<file path="config.mk">
export PLATFORM = sky130hd
export DESIGN_NAME = ir_pulse_classifier
export DESIGN_NICKNAME = d
export VERILOG_FILES = /design/src/rtl/ir_rx_pkg.sv /design/src/rtl/ir_rx_sync.sv /design/src/rtl/ir_rx_timer.sv /design/src/rtl/ir_rx_classify.sv /design/src/rtl/ir_rx_buffer.sv /design/src/rtl/ir_pulse_classifier.sv
export SDC_FILE = /design/constraint.sdc
export NUM_CORES = 1
export LEC_CHECK = 0
export ABC_AREA = 1
export BUFFER_PORTS_ARGS = -buffer_cell sky130_fd_sc_hd__buf_2
export CAP_MARGIN = 40
export CORE_ASPECT_RATIO = 0.9
export CORE_MARGIN = 2
export CORE_UTILIZATION = 49
export DETAILED_ROUTE_END_ITERATION = 12
export HOLD_SLACK_MARGIN = 0.02
export PLACE_DENSITY = 0.84
export SLEW_MARGIN = 30
export SYNTH_ARGS = -nofsm -noshare
export SYNTH_HDL_FRONTEND = slang
export SYNTH_SLANG_ARGS = --single-unit
</file>
<file path="constraint.sdc">
create_clock -name clk -period 1.8 [get_ports clk]
set_input_delay 0.09 -clock clk [delete_from_list [all_inputs] [get_ports clk]]
set_output_delay 0.09 -clock clk [all_outputs]
set_load 0.01 [all_outputs]
</file>
<file path="src/rtl/ir_rx_pkg.sv">
package ir_rx_pkg;

  typedef enum logic [1:0] {
    MODE_PERIOD = 2'b00,
    MODE_HIGH   = 2'b01,
    MODE_LEVEL  = 2'b10,
    MODE_ALT    = 2'b11
  } meas_mode_e;

  typedef struct packed {
    logic hdr;
    logic d0;
    logic d1;
    logic sp;
  } pat_flags_t;

  localparam pat_flags_t FLAGS_NONE = '{hdr: 1'b0, d0: 1'b0, d1: 1'b0, sp: 1'b0};

endpackage

</file>
<file path="src/rtl/ir_rx_sync.sv">
module ir_rx_sync #(
  parameter int STAGES = 2
) (
  input  logic clk,
  input  logic rst,
  input  logic din,
  output logic rise,
  output logic fall
);
  localparam int DEPTH = STAGES + 1;

  logic [DEPTH-1:0] pipe_q;

  always_ff @(posedge clk) begin
    if (rst) pipe_q <= '0;
    else     pipe_q <= {pipe_q[DEPTH-2:0], din};
  end

  // newest synchronised sample vs. the one before it
  assign rise = pipe_q[STAGES-1] & ~pipe_q[STAGES];
  assign fall = ~pipe_q[STAGES-1] & pipe_q[STAGES];
endmodule

</file>
<file path="src/rtl/ir_rx_timer.sv">
module ir_rx_timer
  import ir_rx_pkg::*;
#(
  parameter int CNT_W = 16
) (
  input  logic             clk,
  input  logic             rst,
  input  logic             en,
  input  logic             tick,
  input  logic [1:0]       mode,
  input  logic             rise,
  input  logic             fall,
  input  logic [CNT_W-1:0] hd_max,
  input  logic [CNT_W-1:0] d0_max,
  input  logic [CNT_W-1:0] d1_max,
  output logic [CNT_W-1:0] cnt_q,
  output logic [CNT_W-1:0] meas_q,
  output logic             active_q,
  output logic             meas_vld,
  output logic             frame_start
);
  localparam logic [CNT_W-1:0] CNT_MAX = '1;

  meas_mode_e mode_e;
  logic start_w, end_w, over_w;

  assign mode_e = meas_mode_e'(mode);

  always_comb begin
    unique case (mode_e)
      MODE_HIGH: begin
        start_w = rise;
        end_w   = fall;
      end
      MODE_LEVEL: begin
        start_w = rise | fall;
        end_w   = rise | fall;
      end
      default: begin
        start_w = rise;
        end_w   = rise;
      end
    endcase
  end

  assign over_w      = (cnt_q > hd_max) && (cnt_q > d0_max) && (cnt_q > d1_max);
  assign meas_vld    = en & end_w & active_q;
  assign frame_start = en & start_w & ~active_q;

  always_ff @(posedge clk) begin
    if (rst || !en) begin
      cnt_q    <= '0;
      active_q <= 1'b0;
    end else begin
      if (start_w)                      cnt_q <= '0;
      else if (tick && cnt_q != CNT_MAX) cnt_q <= cnt_q + 1'b1;

      if (start_w)     active_q <= 1'b1;
      else if (over_w) active_q <= 1'b0;
    end
  end

  always_ff @(posedge clk) begin
    if (rst)           meas_q <= '0;
    else if (meas_vld) meas_q <= cnt_q;
  end


  act_rise_chk: assert property (@(posedge clk) disable iff (rst)
    $rose(active_q) |-> $past(frame_start));


  cnt_sat_chk: assert property (@(posedge clk) disable iff (rst)
    (en && !start_w && cnt_q == CNT_MAX) |=> (cnt_q == CNT_MAX));


  cnt_idle_chk: assert property (@(posedge clk) disable iff (rst)
    (en && !start_w && !tick) |=> $stable(cnt_q));
endmodule

</file>
<file path="src/rtl/ir_rx_classify.sv">
module ir_rx_classify
  import ir_rx_pkg::*;
#(
  parameter int CNT_W = 16
) (
  input  logic             clk,
  input  logic             rst,
  input  logic             en,
  input  logic             hdr_en,
  input  logic             frame_start,
  input  logic             meas_vld,
  input  logic [CNT_W-1:0] cnt,
  input  logic [CNT_W-1:0] hd_min,
  input  logic [CNT_W-1:0] hd_max,
  input  logic [CNT_W-1:0] d0_min,
  input  logic [CNT_W-1:0] d0_max,
  input  logic [CNT_W-1:0] d1_min,
  input  logic [CNT_W-1:0] d1_max,
  output pat_flags_t       flags_q,
  output logic             push,
  output logic             push_bit
);
  logic in_hd, in_d0, in_d1, data_ok, hdr_seen_q;
  pat_flags_t flags_d;

  assign in_hd   = (cnt >= hd_min) && (cnt <= hd_max);
  assign in_d0   = (cnt >= d0_min) && (cnt <= d0_max);
  assign in_d1   = (cnt >= d1_min) && (cnt <= d1_max);
  assign data_ok = ~hdr_en | hdr_seen_q;

  assign push     = meas_vld & ~in_hd & (in_d0 | in_d1) & data_ok;
  assign push_bit = ~in_d0;

  always_comb begin
    flags_d = flags_q;
    if (in_hd) begin
      flags_d     = FLAGS_NONE;
      flags_d.hdr = ~hdr_seen_q;
      flags_d.sp  = hdr_seen_q;
    end else if (in_d0) begin
      if (data_ok) begin
        flags_d    = FLAGS_NONE;
        flags_d.d0 = 1'b1;
      end
    end else if (in_d1) begin
      if (data_ok) begin
        flags_d    = FLAGS_NONE;
        flags_d.d1 = 1'b1;
      end
    end else begin
      flags_d = FLAGS_NONE;
    end
  end

  always_ff @(posedge clk) begin
    if (rst || !en || frame_start) begin
      flags_q    <= FLAGS_NONE;
      hdr_seen_q <= 1'b0;
    end else if (meas_vld) begin
      flags_q <= flags_d;
      if (in_hd) hdr_seen_q <= 1'b1;
    end
  end


  flags_onehot_chk: assert property (@(posedge clk) disable iff (rst)
    $onehot0(flags_q));


  flags_hold_chk: assert property (@(posedge clk) disable iff (rst)
    (en && !meas_vld && !frame_start) |=> $stable(flags_q));


  gate_hold_chk: assert property (@(posedge clk) disable iff (rst)
    (en && hdr_en && !hdr_seen_q && meas_vld && !in_hd && (in_d0 || in_d1))
      |=> $stable(flags_q));
endmodule

</file>
<file path="src/rtl/ir_rx_buffer.sv">
module ir_rx_buffer #(
  parameter int BITS = 48,
  parameter int CW   = $clog2(BITS + 1)
) (
  input  logic            clk,
  input  logic            rst,
  input  logic            en,
  input  logic            push,
  input  logic            push_bit,
  output logic [BITS-1:0] buf_q,
  output logic [CW-1:0]   cnt_q,
  output logic            full_q
);
  localparam logic [CW-1:0] FULL_CNT = CW'(BITS);

  logic [CW-1:0] idx, cnt_nxt;

  assign idx     = (cnt_q == FULL_CNT) ? '0 : cnt_q;
  assign cnt_nxt = idx + 1'b1;

  always_ff @(posedge clk) begin
    if (rst || !en) begin
      buf_q  <= '0;
      cnt_q  <= '0;
      full_q <= 1'b0;
    end else if (push) begin
      buf_q[idx] <= push_bit;
      cnt_q      <= cnt_nxt;
      full_q     <= (cnt_nxt == FULL_CNT);
    end
  end


  cnt_range_chk: assert property (@(posedge clk) disable iff (rst)
    cnt_q <= FULL_CNT);


  full_fall_chk: assert property (@(posedge clk) disable iff (rst)
    $fell(full_q) |-> (cnt_q <= 1));
endmodule

</file>
<file path="src/rtl/ir_pulse_classifier.sv">
module ir_pulse_classifier
  import ir_rx_pkg::*;
#(
  parameter int CNT_W    = 16,
  parameter int BUF_BITS = 48,
  parameter int SYNC_N   = 2,
  parameter int BCNT_W   = $clog2(BUF_BITS + 1)
) (
  input  logic                clk,
  input  logic                rst,
  input  logic                en,
  input  logic                cnt_tick,
  input  logic                rx_in,
  input  logic [1:0]          mode,
  input  logic                hdr_en,
  input  logic [CNT_W-1:0]    hd_min,
  input  logic [CNT_W-1:0]    hd_max,
  input  logic [CNT_W-1:0]    d0_min,
  input  logic [CNT_W-1:0]    d0_max,
  input  logic [CNT_W-1:0]    d1_min,
  input  logic [CNT_W-1:0]    d1_max,
  output logic [CNT_W-1:0]    meas_val,
  output logic                rx_active,
  output logic                hdr_match,
  output logic                d0_match,
  output logic                d1_match,
  output logic                sp_match,
  output logic [BUF_BITS-1:0] rx_buf,
  output logic [BCNT_W-1:0]   bit_cnt,
  output logic                buf_full
);
  logic rise, fall, meas_vld, frame_start, push, push_bit;
  logic [CNT_W-1:0] cnt;
  pat_flags_t flags;

  ir_rx_sync #(.STAGES(SYNC_N)) u_sync (
    .clk (clk), .rst (rst), .din (rx_in), .rise (rise), .fall (fall)
  );

  ir_rx_timer #(.CNT_W(CNT_W)) u_timer (
    .clk (clk), .rst (rst), .en (en), .tick (cnt_tick), .mode (mode),
    .rise (rise), .fall (fall),
    .hd_max (hd_max), .d0_max (d0_max), .d1_max (d1_max),
    .cnt_q (cnt), .meas_q (meas_val), .active_q (rx_active),
    .meas_vld (meas_vld), .frame_start (frame_start)
  );

  ir_rx_classify #(.CNT_W(CNT_W)) u_class (
    .clk (clk), .rst (rst), .en (en), .hdr_en (hdr_en),
    .frame_start (frame_start), .meas_vld (meas_vld), .cnt (cnt),
    .hd_min (hd_min), .hd_max (hd_max),
    .d0_min (d0_min), .d0_max (d0_max),
    .d1_min (d1_min), .d1_max (d1_max),
    .flags_q (flags), .push (push), .push_bit (push_bit)
  );

  ir_rx_buffer #(.BITS(BUF_BITS), .CW(BCNT_W)) u_buf (
    .clk (clk), .rst (rst), .en (en), .push (push), .push_bit (push_bit),
    .buf_q (rx_buf), .cnt_q (bit_cnt), .full_q (buf_full)
  );

  assign hdr_match = flags.hdr;
  assign d0_match  = flags.d0;
  assign d1_match  = flags.d1;
  assign sp_match  = flags.sp;
endmodule

</file>
==> impl_metrics.yaml <==
sta:
  min_period_ns: 2.40
  relSlewSlack: 0.636
  fin_skew_ns: 0.0156
  fmax_ghz: 0.416
  setup_viol: 69
  drv_slew: 0
  setup_tns_ns: -30.86
  worst_pin_slew_ns: 0.546
  finalHoldViolations: 0
  rsz0062_at_grt: "true"
  period_share: 1.34
  layout_setup_ws_ns: -0.604
synth:
  ys_top_cells_by_area: "dfxtp_1 (26%), ha_1 (18%), nand2_1 (13%)"
  yosysTopAreaCell: "dfxtp_1"
  ys.flop_type: "dfxtp_1"
  syn_avg_cell_area_um2: 6.46
  synth.ff_latch_count: 96
  synthMuxAreaShare: 0
  seq_area_frac_synth: 0.265
  yosys_warnings: 0
  synthAdderAreaFrac: 0.178
  synthesis.nets: 1330
  syn_inst: 1123
  synth-simple-area-share: 0.322
  synth_area_mm2: 0.00726
  yosysUniqueCellTypes: 40
  synth_top_area_share: 0.265
  synth_top_family_by_area: "simple AND/OR/NAND/NOR gates"
  synth_compound_area_frac: 0.100
  async_reset_ff_frac: 0
  synth_edf_count: 0
  synth-xor-area-share: 0.00362
floorplanning:
  row_count: 42
  initial_core_util: 0.497
  dieHeight_um: 119
  io_pins: 180
  die_w_um: 132
  die_area_mm2: 0.0158
  coreArea_mm2: 0.0146
placed_design:
  dp_slack_ns: -0.461
  portBuffers: 179
  dp_cells: 1537
  dp_hpwl_um: 15400
  gp_congestion: 0.964
pwr:
  p_leak_nw: 5.35
  seqPwrFrac: 0.464
  power_frac_comb: 0.124
  vdd_drop_max_uv: 467
  powerDensity_mw_per_mm2: 432
  sw_frac_of_total: 0.273
  power_mw: 4.57
  switchingPower_mw: 1.25
  pwr-share-clk: 0.413
  cellInternalPower_mw: 3.32
drt:
  top_layer: "met4"
  wl_um: 25200
  num_vias: 8494
  wl_met1_um: 10200
  wl_per_cell_um: 15.8
  firstDrtPassIters: 6
  viasPerCell: 5.33
  met3_wirelength_um: 2080
  drtAntennaViolNets: 0
  routed-wl-met2_um: 11900
  first_iter_violations: 836
  drc: 0
setup_path:
  worstSetupEndpointType: "flip-flop"
  path_class: "flip-flop to flip-flop"
  arrival_ns: 2.68
  crit_required_ns: 2.08
  crit_path_max_fanout: 7
  cp-start-kind: "flip-flop"
finish:
  final_cells: 1593
  register_area_mm2: 0.00197
  syn2layout_area_growth_pct: 45.7
  finalNetCount: 1597
  nFillCells: 1041
  num_antenna_cells: 0
  drive_above_1_share: 0.338
  final_core_util: 0.724
  multi_input_area_mm2: 0.00526
clock_tree:
  cts_tree: "built"
  clk_pin_slew_ns: 0.07
  clockRootBuffer: "clkbuf_16"
  cts_sinks: 96
  clk_latency_ns: 0.36
  cts_max_level: 3
  cts_buffers: 9
  clockBufferDepth: 2
global_route:
  antenna_found_initial: 0
  grt_pass1_wl_um: 34900
  grt_util_all_layers: 0.273
  first_global_vias: 7494
  grt_remaining_overflow: 0
  grt_max_degree: 52
run:
  maxCapViolCount: 0
status:
  status: "complete, but fails checks"
  violations: "setup timing"
hold_path:
  hold_class: "primary input to flip-flop"
## power by group through the flow
stage | Sequential, mW | Combinational (mW) | Clock (mW)
2_1_floorplan | 2.19 | 0.256 | 0
3_3_place_gp | 2.18 | 0.455 | 0
3_5_place_dp | 2.18 | 0.470 | 0
4_1_cts | 2.12 | 0.507 | 1.89
5_1_grt | 2.12 | 0.629 | 1.99
6_report | 2.12 | 0.565 | 1.89
## critical path, stage by stage (launching register included)
cell and delay [ns]:
dfxtp_4 0.38, buf_4 0.15, ha_4 0.26, a21oi_1 0.07, nor2_1 0.17, nor2_1 0.06, nand2_1 0.07, nand2_1 0.04
nand2_1 0.10, nand2_2 0.10, a21oi_4 0.18, buf_12 0.17, clkbuf_16 0.17, nand3_2 0.09, nand2_1 0.10, nand2_1 0.05
nor2_1 0.16
## per-layer routing
layer | global-route usage | vias to the layer above
met4 | 0.100 | 0
met3 | 0.0498 | 96
met2 | 0.453 | 450
met1 | 0.354 | 3864
met5 | 0 | -
li1 | - | 4084
## what timing repair did
item / in CTS / in global routing
endpoints found under the hold margin: 1 / 0
gates resized for setup: 88 / 121
endpoints found under the setup margin: 74 / 91
pin swaps: 6 / 71
hold buffers: 1 / 0
setup buffers: 16 / 19
cloned: 4 / 4
## layout by cell type (no fill, tap or decap), drive strengths merged
cell type,Yosys,routed
dlygate4sd3,0,1
o22ai,1,1
xor2,3,3
nand4,8,8
inv,204,208
o21ai,27,27
a21oi,70,70
a21o,1,1
nand2,257,257
ha,103,103
clkinv,2,4
o211ai,1,1
o31ai,1,1
o21a,7,7
a211oi,16,16
clkbuf,7,13
or2,1,1
nor3,10,10
o21bai,3,3
dfxtp,96,96
nor2,207,207
buf,20,278
clkinvlp,0,1
nand3b,1,1
nor4,2,2
nand3,75,75
## kinds of logic (layout without fill, tap and decap cells)
family / Yosys count / after routing
and+or+nand+nor: 561 / 561
AOI/OAI and AO/OA: 127 / 127
DFF: 96 / 96
buffers and inverters: 233 / 505
xor gates and xnor gates: 3 / 3
adders and majority gates: 103 / 103
## Yosys cell counts (3+ instances only)
library cell and n:
ha_1 103, nor3_1 7, xor2_1 3, a211oi_1 15
buf_4 4, nand2_1 248, nand2_4 4, nand2_2 4
buf_6 5, o21ai_0 26, a21oi_1 69, buf_2 6
dfxtp_1 96, nor2_1 205, buf_1 4, nor3_2 3
clkbuf_1 5, nand4_1 8, nand3_1 75, inv_1 202
o21a_1 7, o21bai_1 3
## final cells by class
cell class	instances	share of cell area
Clock inverter	7	0.00568
Inverter	206	0.0744
Sequential cell	96	0.186
Tap cell	198	0.0234
Clock buffer	9	0.0213
Timing Repair Buffer	283	0.192
Multi-Input combinational cell	794	0.497
## registers in the layout, indices dropped and copies added (netlist names), 3 cells and up
register and count:
u_buf.buf_q 48, u_timer.cnt_q 16, u_timer.meas_q 16, u_buf.cnt_q 6, u_class.flags_q 4, u_sync.pipe_q 3
## final timing paths
path,slack [ns],to,startpoint,cells after the start
worst min register to register,0.42,u_sync.pipe_q[1]$_SDFF_PP0_,u_sync.pipe_q[0]$_SDFF_PP0_,2
worst max-delay path,-0.60,u_buf.buf_q[18]$_SDFFE_PP0P_,u_timer.cnt_q[5]$_SDFFE_PP0P_,16
worst max register to register,-0.60,u_buf.buf_q[18]$_SDFFE_PP0P_,u_timer.cnt_q[5]$_SDFFE_PP0P_,16
worst min-delay path,0.06,u_timer.cnt_q[12]$_SDFFE_PP0P_,cnt_tick,3
## through the flow
stage | hold slack, ns | instance area (um^2)
floorplan | 0.197 | 7340
global placement | 0.292 | 8860
detailed placement | 0.297 | 8860
CTS | 0.0532 | 9820
global route | 0.0781 | 10600
finish | 0.0568 | 10600
No activity file was read; power rests on OpenSTA's default activity.
